<file path="src/rtl/ext_bus_seq.sv">
module ext_bus_seq #(
  parameter int DATA_W = 8,
  parameter int ADDR_W = 16
) (
  input  logic                     clk,
  input  logic                     rst_n,
  input  logic                     osc_tick,
  input  logic                     ale_off,
  input  logic                     fetch_req,
  input  logic [ADDR_W-1:0]        fetch_addr,
  input  logic                     dmem_req,
  input  logic                     dmem_we,
  input  logic [ADDR_W-1:0]        dmem_addr,
  input  logic [DATA_W-1:0]        dmem_wdata,
  input  logic [DATA_W-1:0]        p0_in,
  output logic                     fetch_ack,
  output logic                     dmem_ack,
  output logic                     ale,
  output logic                     psen_n,
  output logic                     rd_n,
  output logic                     wr_n,
  output logic [DATA_W-1:0]        p0_out,
  output logic                     p0_oe,
  output logic [ADDR_W-DATA_W-1:0] p2_out,
  output logic [DATA_W-1:0]        rdata,
  output logic                     rdata_vld
);

  localparam int SLOT = 6;
  localparam int PH_W = $clog2(2 * SLOT);
  localparam logic [PH_W-1:0] P_ALE_END  = PH_W'(2);
  localparam logic [PH_W-1:0] P_ADR_LAST = PH_W'(2);
  localparam logic [PH_W-1:0] P_PS_ON    = PH_W'(3);
  localparam logic [PH_W-1:0] P_WD_ON    = PH_W'(4);
  localparam logic [PH_W-1:0] P_STB_ON   = PH_W'(5);
  localparam logic [PH_W-1:0] P_STB_OFF  = PH_W'(10);
  localparam logic [PH_W-1:0] P_CODE_END = PH_W'(SLOT - 1);
  localparam logic [PH_W-1:0] P_DATA_END = PH_W'(2 * SLOT - 1);

  typedef enum logic [1:0] {K_IDLE, K_FETCH, K_RD, K_WR} kind_e;

  kind_e                    kind;
  logic [PH_W-1:0]          ph;
  logic [DATA_W-1:0]        alo, wd;
  logic [ADDR_W-DATA_W-1:0] ahi;
  logic                     ale_en;

  wire is_data = (kind == K_RD) || (kind == K_WR);
  wire last    = (ph == (is_data ? P_DATA_END : P_CODE_END));
  wire start   = osc_tick && last;
  wire capture = ((kind == K_FETCH) && (ph == P_CODE_END)) ||
                 ((kind == K_RD) && (ph == P_STB_OFF));

  always_ff @(posedge clk or negedge rst_n) begin
    if (!rst_n) begin
      kind      <= K_IDLE;
      ph        <= P_CODE_END;
      alo       <= '0;
      ahi       <= '0;
      wd        <= '0;
      ale_en    <= 1'b0;
      fetch_ack <= 1'b0;
      dmem_ack  <= 1'b0;
      rdata     <= '0;
      rdata_vld <= 1'b0;
    end else begin
      fetch_ack <= start && fetch_req && !dmem_req;
      dmem_ack  <= start && dmem_req;
      rdata_vld <= osc_tick && capture;
      if (osc_tick && capture) rdata <= p0_in;
      if (start) begin
        ph     <= '0;
        ale_en <= !ale_off;
        if (dmem_req) begin
          kind <= dmem_we ? K_WR : K_RD;
          alo  <= dmem_addr[DATA_W-1:0];
          ahi  <= dmem_addr[ADDR_W-1:DATA_W];
          wd   <= dmem_wdata;
        end else if (fetch_req) begin
          kind <= K_FETCH;
          alo  <= fetch_addr[DATA_W-1:0];
          ahi  <= fetch_addr[ADDR_W-1:DATA_W];
        end else begin
          kind <= K_IDLE;
        end
      end else if (osc_tick) begin
        ph <= ph + PH_W'(1);
      end
    end
  end

  assign ale    = (ph < P_ALE_END) && ((kind != K_IDLE) || ale_en);
  assign psen_n = !((kind == K_FETCH) && (ph >= P_PS_ON));
  assign rd_n   = !((kind == K_RD) && (ph >= P_STB_ON) && (ph <= P_STB_OFF));
  assign wr_n   = !((kind == K_WR) && (ph >= P_STB_ON) && (ph <= P_STB_OFF));
  assign p0_oe  = (kind == K_WR) ||
                  (((kind == K_FETCH) || (kind == K_RD)) && (ph <= P_ADR_LAST));
  assign p0_out = ((kind == K_WR) && (ph >= P_WD_ON)) ? wd : alo;
  assign p2_out = ahi;

  AST_ONE_STROBE: assert property (@(posedge clk) disable iff (!rst_n)
    $countones({~psen_n, ~rd_n, ~wr_n}) <= 1);
  AST_PORT_RELEASED: assert property (@(posedge clk) disable iff (!rst_n)
    (!psen_n || !rd_n) |-> !p0_oe);
  AST_ALE_QUIET_IN_STROBE: assert property (@(posedge clk) disable iff (!rst_n)
    (!psen_n || !rd_n || !wr_n) |-> !ale);
  AST_HIGH_ADDR_STABLE: assert property (@(posedge clk) disable iff (!rst_n)
    ((!psen_n || !rd_n || !wr_n) && $past(!psen_n || !rd_n || !wr_n)) |-> $stable(p2_out));
  AST_WRITE_HOLD: assert property (@(posedge clk) disable iff (!rst_n)
    $rose(wr_n) |-> p0_oe);
  AST_ONE_ACK: assert property (@(posedge clk) disable iff (!rst_n)
    $onehot0({fetch_ack, dmem_ack}));
  AST_CAPTURE_IN_STROBE: assert property (@(posedge clk) disable iff (!rst_n)
    rdata_vld |-> $past(!psen_n || !rd_n));
  AST_HOLD_NO_TICK: assert property (@(posedge clk) disable iff (!rst_n)
    !$past(osc_tick) |-> ($stable(ale) && $stable(psen_n) && $stable(rd_n) && $stable(wr_n) && !rdata_vld));

endmodule

</file>
<file path="config.mk">
export PLATFORM = sky130hd
export DESIGN_NAME = ext_bus_seq
export DESIGN_NICKNAME = d
export VERILOG_FILES = /design/src/rtl/ext_bus_seq.sv
export SDC_FILE = /design/constraint.sdc
export NUM_CORES = 1
export LEC_CHECK = 0
export ABC_AREA = 0
export BUFFER_PORTS_ARGS = -buffer_cell sky130_fd_sc_hd__buf_2
export CAP_MARGIN = 10
export CELL_PAD_IN_SITES_DETAIL_PLACEMENT = 0
export CELL_PAD_IN_SITES_GLOBAL_PLACEMENT = 1
export CORE_UTILIZATION = 37
export DETAILED_ROUTE_END_ITERATION = 12
export PLACE_DENSITY = 0.77
export REMOVE_ABC_BUFFERS = 1
export SLEW_MARGIN = 20
export SYNTH_ARGS = -nofsm -noshare
export SYNTH_HDL_FRONTEND = slang
export SYNTH_SLANG_ARGS = --single-unit
</file>
<file path="constraint.sdc">
create_clock -name clk -period 2.2 [get_ports clk]
set_input_delay 0.44 -clock clk [delete_from_list [all_inputs] [get_ports clk]]
set_output_delay 0.44 -clock clk [all_outputs]
set_load 0.02 [all_outputs]
</file>
==> impl_metrics.json, run 1 <==
{
  "outcome": "finished, final reports clean",
  "ys_seq_area_frac": 0.458,
  "reg2reg_to": "p2_out[4]",
  "internal_power_mw": 2.28,
  "grt_max_degree": 33,
  "die_w_um": 80.9,
  "drv_slew": 0,
  "cts-root-buf": "clkbuf_8",
  "fin_crit_sh": 0.961,
  "rr_worst_depth": 5,
  "crit_type": "flop to output port",
  "async_flop_share": 1.00,
  "critPathSlowestCell": "dfrtp_1",
  "grt_pass1_vias": 1832,
  "drt_first_pass_iters": 4,
  "cp_max_fo": 8,
  "grt_pass1_wl_um": 8340,
  "dieHeight_um": 80.9,
  "grtUsageTotal": 0.166,
  "dieArea_um2": 6540,
  "clk_pin_slew_ns": 0.09,
  "seqPwrFrac": 0.356,
  "post-place-ws_ns": 0.218,
  "numClockSinks": 42,
  "drt-wirelength-per-cell_um": 13.2,
  "relSlewSlack": 0.523,
  "r2r_start": "ph[2]",
  "yosysTopAreaCellShare": 0.435,
  "dp_hpwl_um": 3560,
  "cts_tree": "built",
  "skew_ns": 0.00921,
  "drv_cap": 0,
  "fin_ws_ns": 0.0849,
  "antenna_cells": 0,
  "fin_util": 0.492,
  "combinationalPowerShare": 0.479,
  "cts_buffers": 5,
  "worstPathRequired_ns": 1.76,
  "cts_htree_levels": 2,
  "power.share.switching": 0.383,
  "start_util": 0.386,
  "yosysTopAreaCell": "dfrtp_1",
  "hold_viol": 0,
  "finalCriticalPeriod_ns": 2.12,
  "ys.flop_type": "dfrtp_1",
  "setup_viol": 0,
  "synth_area_per_cell_um2": 10.9,
  "ir_worst_vdd_uv": 468,
  "instances_no_fill": 376,
  "antenna_found_initial": 0,
  "p_per_area_nw_per_um2": 1260,
  "ys_warn_count": 0,
  "drtIter0Drc": 93,
  "area_delta_synth_final_pct": 27.4,
  "synthCells": 211,
  "synth_seq_cells": 42,
  "final_layout_size_suffix_gt1_frac": 0.498,
  "ant_nets": 0,
  "cts_max_path_buffers": 2,
  "critPathCapture": "p0_out[4]",
  "stdcell_area_um2": 2930,
  "rows": 28,
  "fin_setup_tns_ns": 0,
  "cp-startpoint": "kind[1]",
  "critPathMaxStageDelay_ns": 0.40,
  "dr_total_vias": 1847,
  "max_freq_mhz": 473,
  "rrSetupSlack_ns": 0.21,
  "power_frac_clock": 0.166,
  "dp_cells": 365,
  "synthTopCellsByArea": "dfrtp_1 44%, mux2_2 10%, o221a_1 7.3%",
  "synth_edf_count": 0,
  "synth_area_um2": 2300,
  "start_kind": "flop",
  "pin_count": 87,
  "path_cells": "ha_2, o21ai_1, buf_4, mux2_2, buf_2",
  "post-route-drc-count": 0,
  "avgViaCountPerCell": 4.91,
  "clk_latency_ns": 0.29,
  "port_buffers": 86,
  "placed_area_um2": 2790,
  "synth_cell_types": 37,
  "grt_overflow_total": 0,
  "worstMarginPinSlew_ns": 0.715,
  "routed_wl_um": 4980,
  "p_switching_mw": 1.42,
  "cp-end-kind": "output port",
  "fin_nets": 363,
  "cp.arrival_ns": 1.68,
  "cellLeakagePower_nw": 1.61,
  "core_um2": 5960,
  "rsz0062_at_grt": "false",
  "place.gp.congestion": 0.735,
  "hp-class": "input pin to asynchronous set/reset pin"
}
[cell families (layout without fill, tap and decap cells)]
group	Yosys count	in the layout	synth area share
adders and majority gates	8	8	0.0435
DFF	42	42	0.458
xor gates and xnor gates	2	2	0.00761
muxes	25	25	0.127
buffers and inverters	36	126	0.0778
AOI/OAI and AO/OA	47	47	0.166
and+or+nand+nor	51	51	0.120
[flip-flops by register name (all words and copies together), names as in the netlist]
signal,flops
ale_en,1
alo,8
kind,2
rdata,8
fetch_ack,1
ph,4
p2_out,8
dmem_ack,1
rdata_vld,1
wd,8
[repair_timing]
| item | in CTS | in global routing |
|---|---|---|
| pin swaps | 0 | 1 |
| setup buffers | 3 | 0 |
| hold buffers | 0 | 0 |
| setup endpoints to repair | 11 | 10 |
| resized for setup | 0 | 2 |
[routing by layer]
layer,global-route usage,share of wire
met1,0.206,0.46
met2,0.272,0.45
met3,0.0607,0.079
met4,0.0375,0.0094
met5,0,0
[power by group through the flow]
stage,clock network (mW),registers (mW),logic [mW]
after global placement,0,1.35,1.70
after detailed placement,0,1.35,1.72
after global routing,0.662,1.37,1.97
final,0.613,1.31,1.77
after floorplan,0,1.45,1.06
after CTS,0.629,1.31,1.79
[critical path: cells and delay by family, from the launching register on]
family | cells | cell delay [ns]
compound gates | 1 | 0.07
flops | 1 | 0.40
buf+inv | 2 | 0.36
fa+ha+maj | 1 | 0.20
mux | 1 | 0.35
[cell type report]
| cell class | instances | area [um2] |
|---|---|---|
| fill | 578 | 3030 |
| multi-input combinational | 133 | 1070 |
| sequential | 42 | 1050 |
| timing repair buffer | 96 | 518 |
| tap | 75 | 93.8 |
| inverter | 22 | 82.6 |
| clock buffer | 6 | 72.6 |
| clock inverter | 2 | 37.5 |
[cells in the final DEF (no fill, tap or decap), types with 5 or more instances in the layout]
master    instances
a31oi_1          15
buf_2            86
buf_4             9
clkbuf_8          5
dfrtp_1          39
ha_1              7
inv_1            22
mux2_2           21
nand2_1           8
nor2_1           19
o221a_1          15
or2_2            14
[worst min path at each step]
stage                     startpoint  endpoint  slack, ns  cells past startpoint
after global placement      rdata[4]  rdata[4]       0.48                      1
after floorplan                rst_n    ale_en       0.14                      0
after global routing           rst_n     wd[7]       0.23                      1
final                          rst_n     wd[7]       0.19                      1
after CTS                      rst_n  rdata[6]       0.21                      1
after detailed placement    rdata[4]  rdata[4]       0.49                      1
[cells in the mapped netlist, types with 2 or more instances]
cell / instances
nand2b_1: 2
ha_1: 8
nand2_1: 8
o22ai_1: 3
clkbuf_1: 4
mux2_2: 21
or2_2: 14
buf_2: 5
o31ai_1: 3
dfrtp_1: 40
o221a_1: 15
a22o_1: 2
a31oi_1: 15
inv_1: 22
buf_6: 3
nor2b_1: 2
nor2_1: 19
mux2_4: 3
xor2_1: 2
dfstp_2: 2
a21oi_1: 2
[metrics by stage]
stage	power [mW]	hold slack, ns
6_report	3.70	0.187
5_1_grt	4.00	0.228
4_1_cts	3.73	0.213
3_5_place_dp	3.07	0.490
3_3_place_gp	3.05	0.482
2_1_floorplan	2.52	0.144
Note: power is estimated with default switching activity, not from simulation.
==> run 2, diff against run 1 <==
--- a/config.mk
+++ b/config.mk
@@ -10,9 +10,11 @@
 export CAP_MARGIN = 10
 export CELL_PAD_IN_SITES_DETAIL_PLACEMENT = 0
 export CELL_PAD_IN_SITES_GLOBAL_PLACEMENT = 1
+export CORE_MARGIN = 2
 export CORE_UTILIZATION = 37
 export DETAILED_ROUTE_END_ITERATION = 12
-export PLACE_DENSITY = 0.77
+export HOLD_SLACK_MARGIN = 0.12
+export PLACE_DENSITY_LB_ADDON = 0.1
 export REMOVE_ABC_BUFFERS = 1
 export SLEW_MARGIN = 20
 export SYNTH_ARGS = -nofsm -noshare
==> impl_metrics.json, run 2 (synthesis gave the netlist of run 1 again) <==
{
  "dr_total_vias": 1855,
  "dp_hpwl_um": 3820,
  "placed_area_um2": 2800,
  "finalCriticalPeriod_ns": 2.14,
  "ant_nets": 0,
  "p_per_area_nw_per_um2": 1300,
  "pin_count": 87,
  "avgViaCountPerCell": 4.89,
  "dieArea_um2": 6870,
  "start_util": 0.386,
  "grt_overflow_total": 0,
  "cts-root-buf": "clkbuf_8",
  "grtUsageTotal": 0.163,
  "crit_type": "flop to output port",
  "clk_latency_ns": 0.30,
  "grt_max_degree": 28,
  "skew_ns": 0.00587,
  "rsz0062_at_grt": "true",
  "fin_crit_sh": 0.974,
  "reg2reg_to": "p2_out[6]",
  "ir_worst_vdd_uv": 555,
  "post-route-drc-count": 0,
  "port_buffers": 86,
  "setup_viol": 0,
  "cp-end-kind": "output port",
  "r2r_start": "ph[2]",
  "grt_pass1_wl_um": 9070,
  "worstPathRequired_ns": 1.76,
  "start_kind": "flop",
  "cts_max_path_buffers": 2,
  "outcome": "finished, final reports clean",
  "drt-wirelength-per-cell_um": 14.0,
  "final_layout_size_suffix_gt1_frac": 0.510,
  "cp-startpoint": "kind[0]",
  "cts_tree": "built",
  "dp_cells": 366,
  "routed_wl_um": 5300,
  "die_w_um": 82.9,
  "clk_pin_slew_ns": 0.08,
  "grt_pass1_vias": 1839,
  "antenna_found_initial": 0,
  "max_freq_mhz": 467,
  "final_common_cell": "buf_2",
  "hp-class": "input pin to asynchronous set/reset pin",
  "dieHeight_um": 82.9,
  "cp.arrival_ns": 1.70,
  "numClockSinks": 42,
  "drv_slew": 0,
  "cts.hold.buffers_added": 0,
  "drv_cap": 0,
  "cts_htree_levels": 2,
  "rrSetupSlack_ns": 0.14,
  "cellLeakagePower_nw": 1.64,
  "antenna_cells": 0,
  "layout_common_cells": "85 x buf_2, 39 x dfrtp_1, 22 x inv_1",
  "drt_first_pass_iters": 4,
  "place.gp.congestion": 0.770,
  "instances_no_fill": 379,
  "stdcell_area_um2": 3000,
  "worstMarginPinSlew_ns": 0.613,
  "core_um2": 5960,
  "cp_max_fo": 8,
  "area_delta_synth_final_pct": 30.2,
  "fin_ws_ns": 0.0569,
  "relSlewSlack": 0.592,
  "fin_nets": 366,
  "rr_worst_depth": 5,
  "drtIter0Drc": 31,
  "post-place-ws_ns": 0.148,
  "critPathCapture": "p0_out[3]",
  "fin_setup_tns_ns": 0,
  "hold_viol": 0,
  "cts_buffers": 5,
  "rows": 28
}
[run 2: changes by cell type in the layout (fill, tap and decap cells not counted), sizes merged]
cell,change
bufinv,+1
buf,+3
clkinvlp,-1
[run 2: routing by layer]
metal	track usage	share of wire	routed length, um
met4	0.0358	0.0094	50
met1	0.225	0.48	2540
met5	0	0	0
met2	0.253	0.45	2380
met3	0.0517	0.062	331
[run 2: worst min path at each step]
stage             start        to  slack, ns  depth (start not counted)
2_1_floorplan     rst_n    ale_en       0.14                          0
3_3_place_gp   rdata[2]  rdata[2]       0.48                          1
3_5_place_dp   rdata[2]  rdata[2]       0.49                          1
4_1_cts           rst_n     ph[3]       0.17                          1
5_1_grt           rst_n     ph[3]       0.19                          1
6_report          rst_n     ph[3]       0.14                          1
[run 2: worst max-delay path: stages, from the launching register on]
cell and delay, ns:
dfrtp_1 0.40, ha_2 0.20, o21ai_1 0.09, buf_4 0.20, mux2_2 0.35, buf_2 0.16
[run 2: final cells by class]
class / count / area, um2
Inverter: 22 / 82.6
Fill cell: 593 / 2960
Clock buffer: 6 / 82.6
Sequential cell: 42 / 1050
Tap cell: 75 / 93.8
Timing Repair Buffer: 99 / 543
Multi-Input combinational cell: 133 / 1080
Clock inverter: 2 / 60.1
[run 2: repair_timing]
item,in CTS,in global routing
pin swaps,1,0
resized for setup,2,3
endpoints found under the setup margin,10,11
setup buffers,5,0
[run 2: stage by stage]
step                      hold WS, ns  power [mW]   util
after floorplan                 0.144        2.52      -
after global placement          0.482        3.06  0.470
after detailed placement        0.490        3.08  0.470
after CTS                       0.170        3.93  0.501
after global routing            0.192        4.20  0.503
final                           0.144        3.90  0.503
[run 2: power by group]
| part | internal, mW | switching, mW | total (mW) |
|---|---|---|---|
| Sequential | 1.09 | 0.230 | 1.32 |
| Combinational | 0.889 | 0.935 | 1.82 |
| Clock | 0.484 | 0.273 | 0.757 |
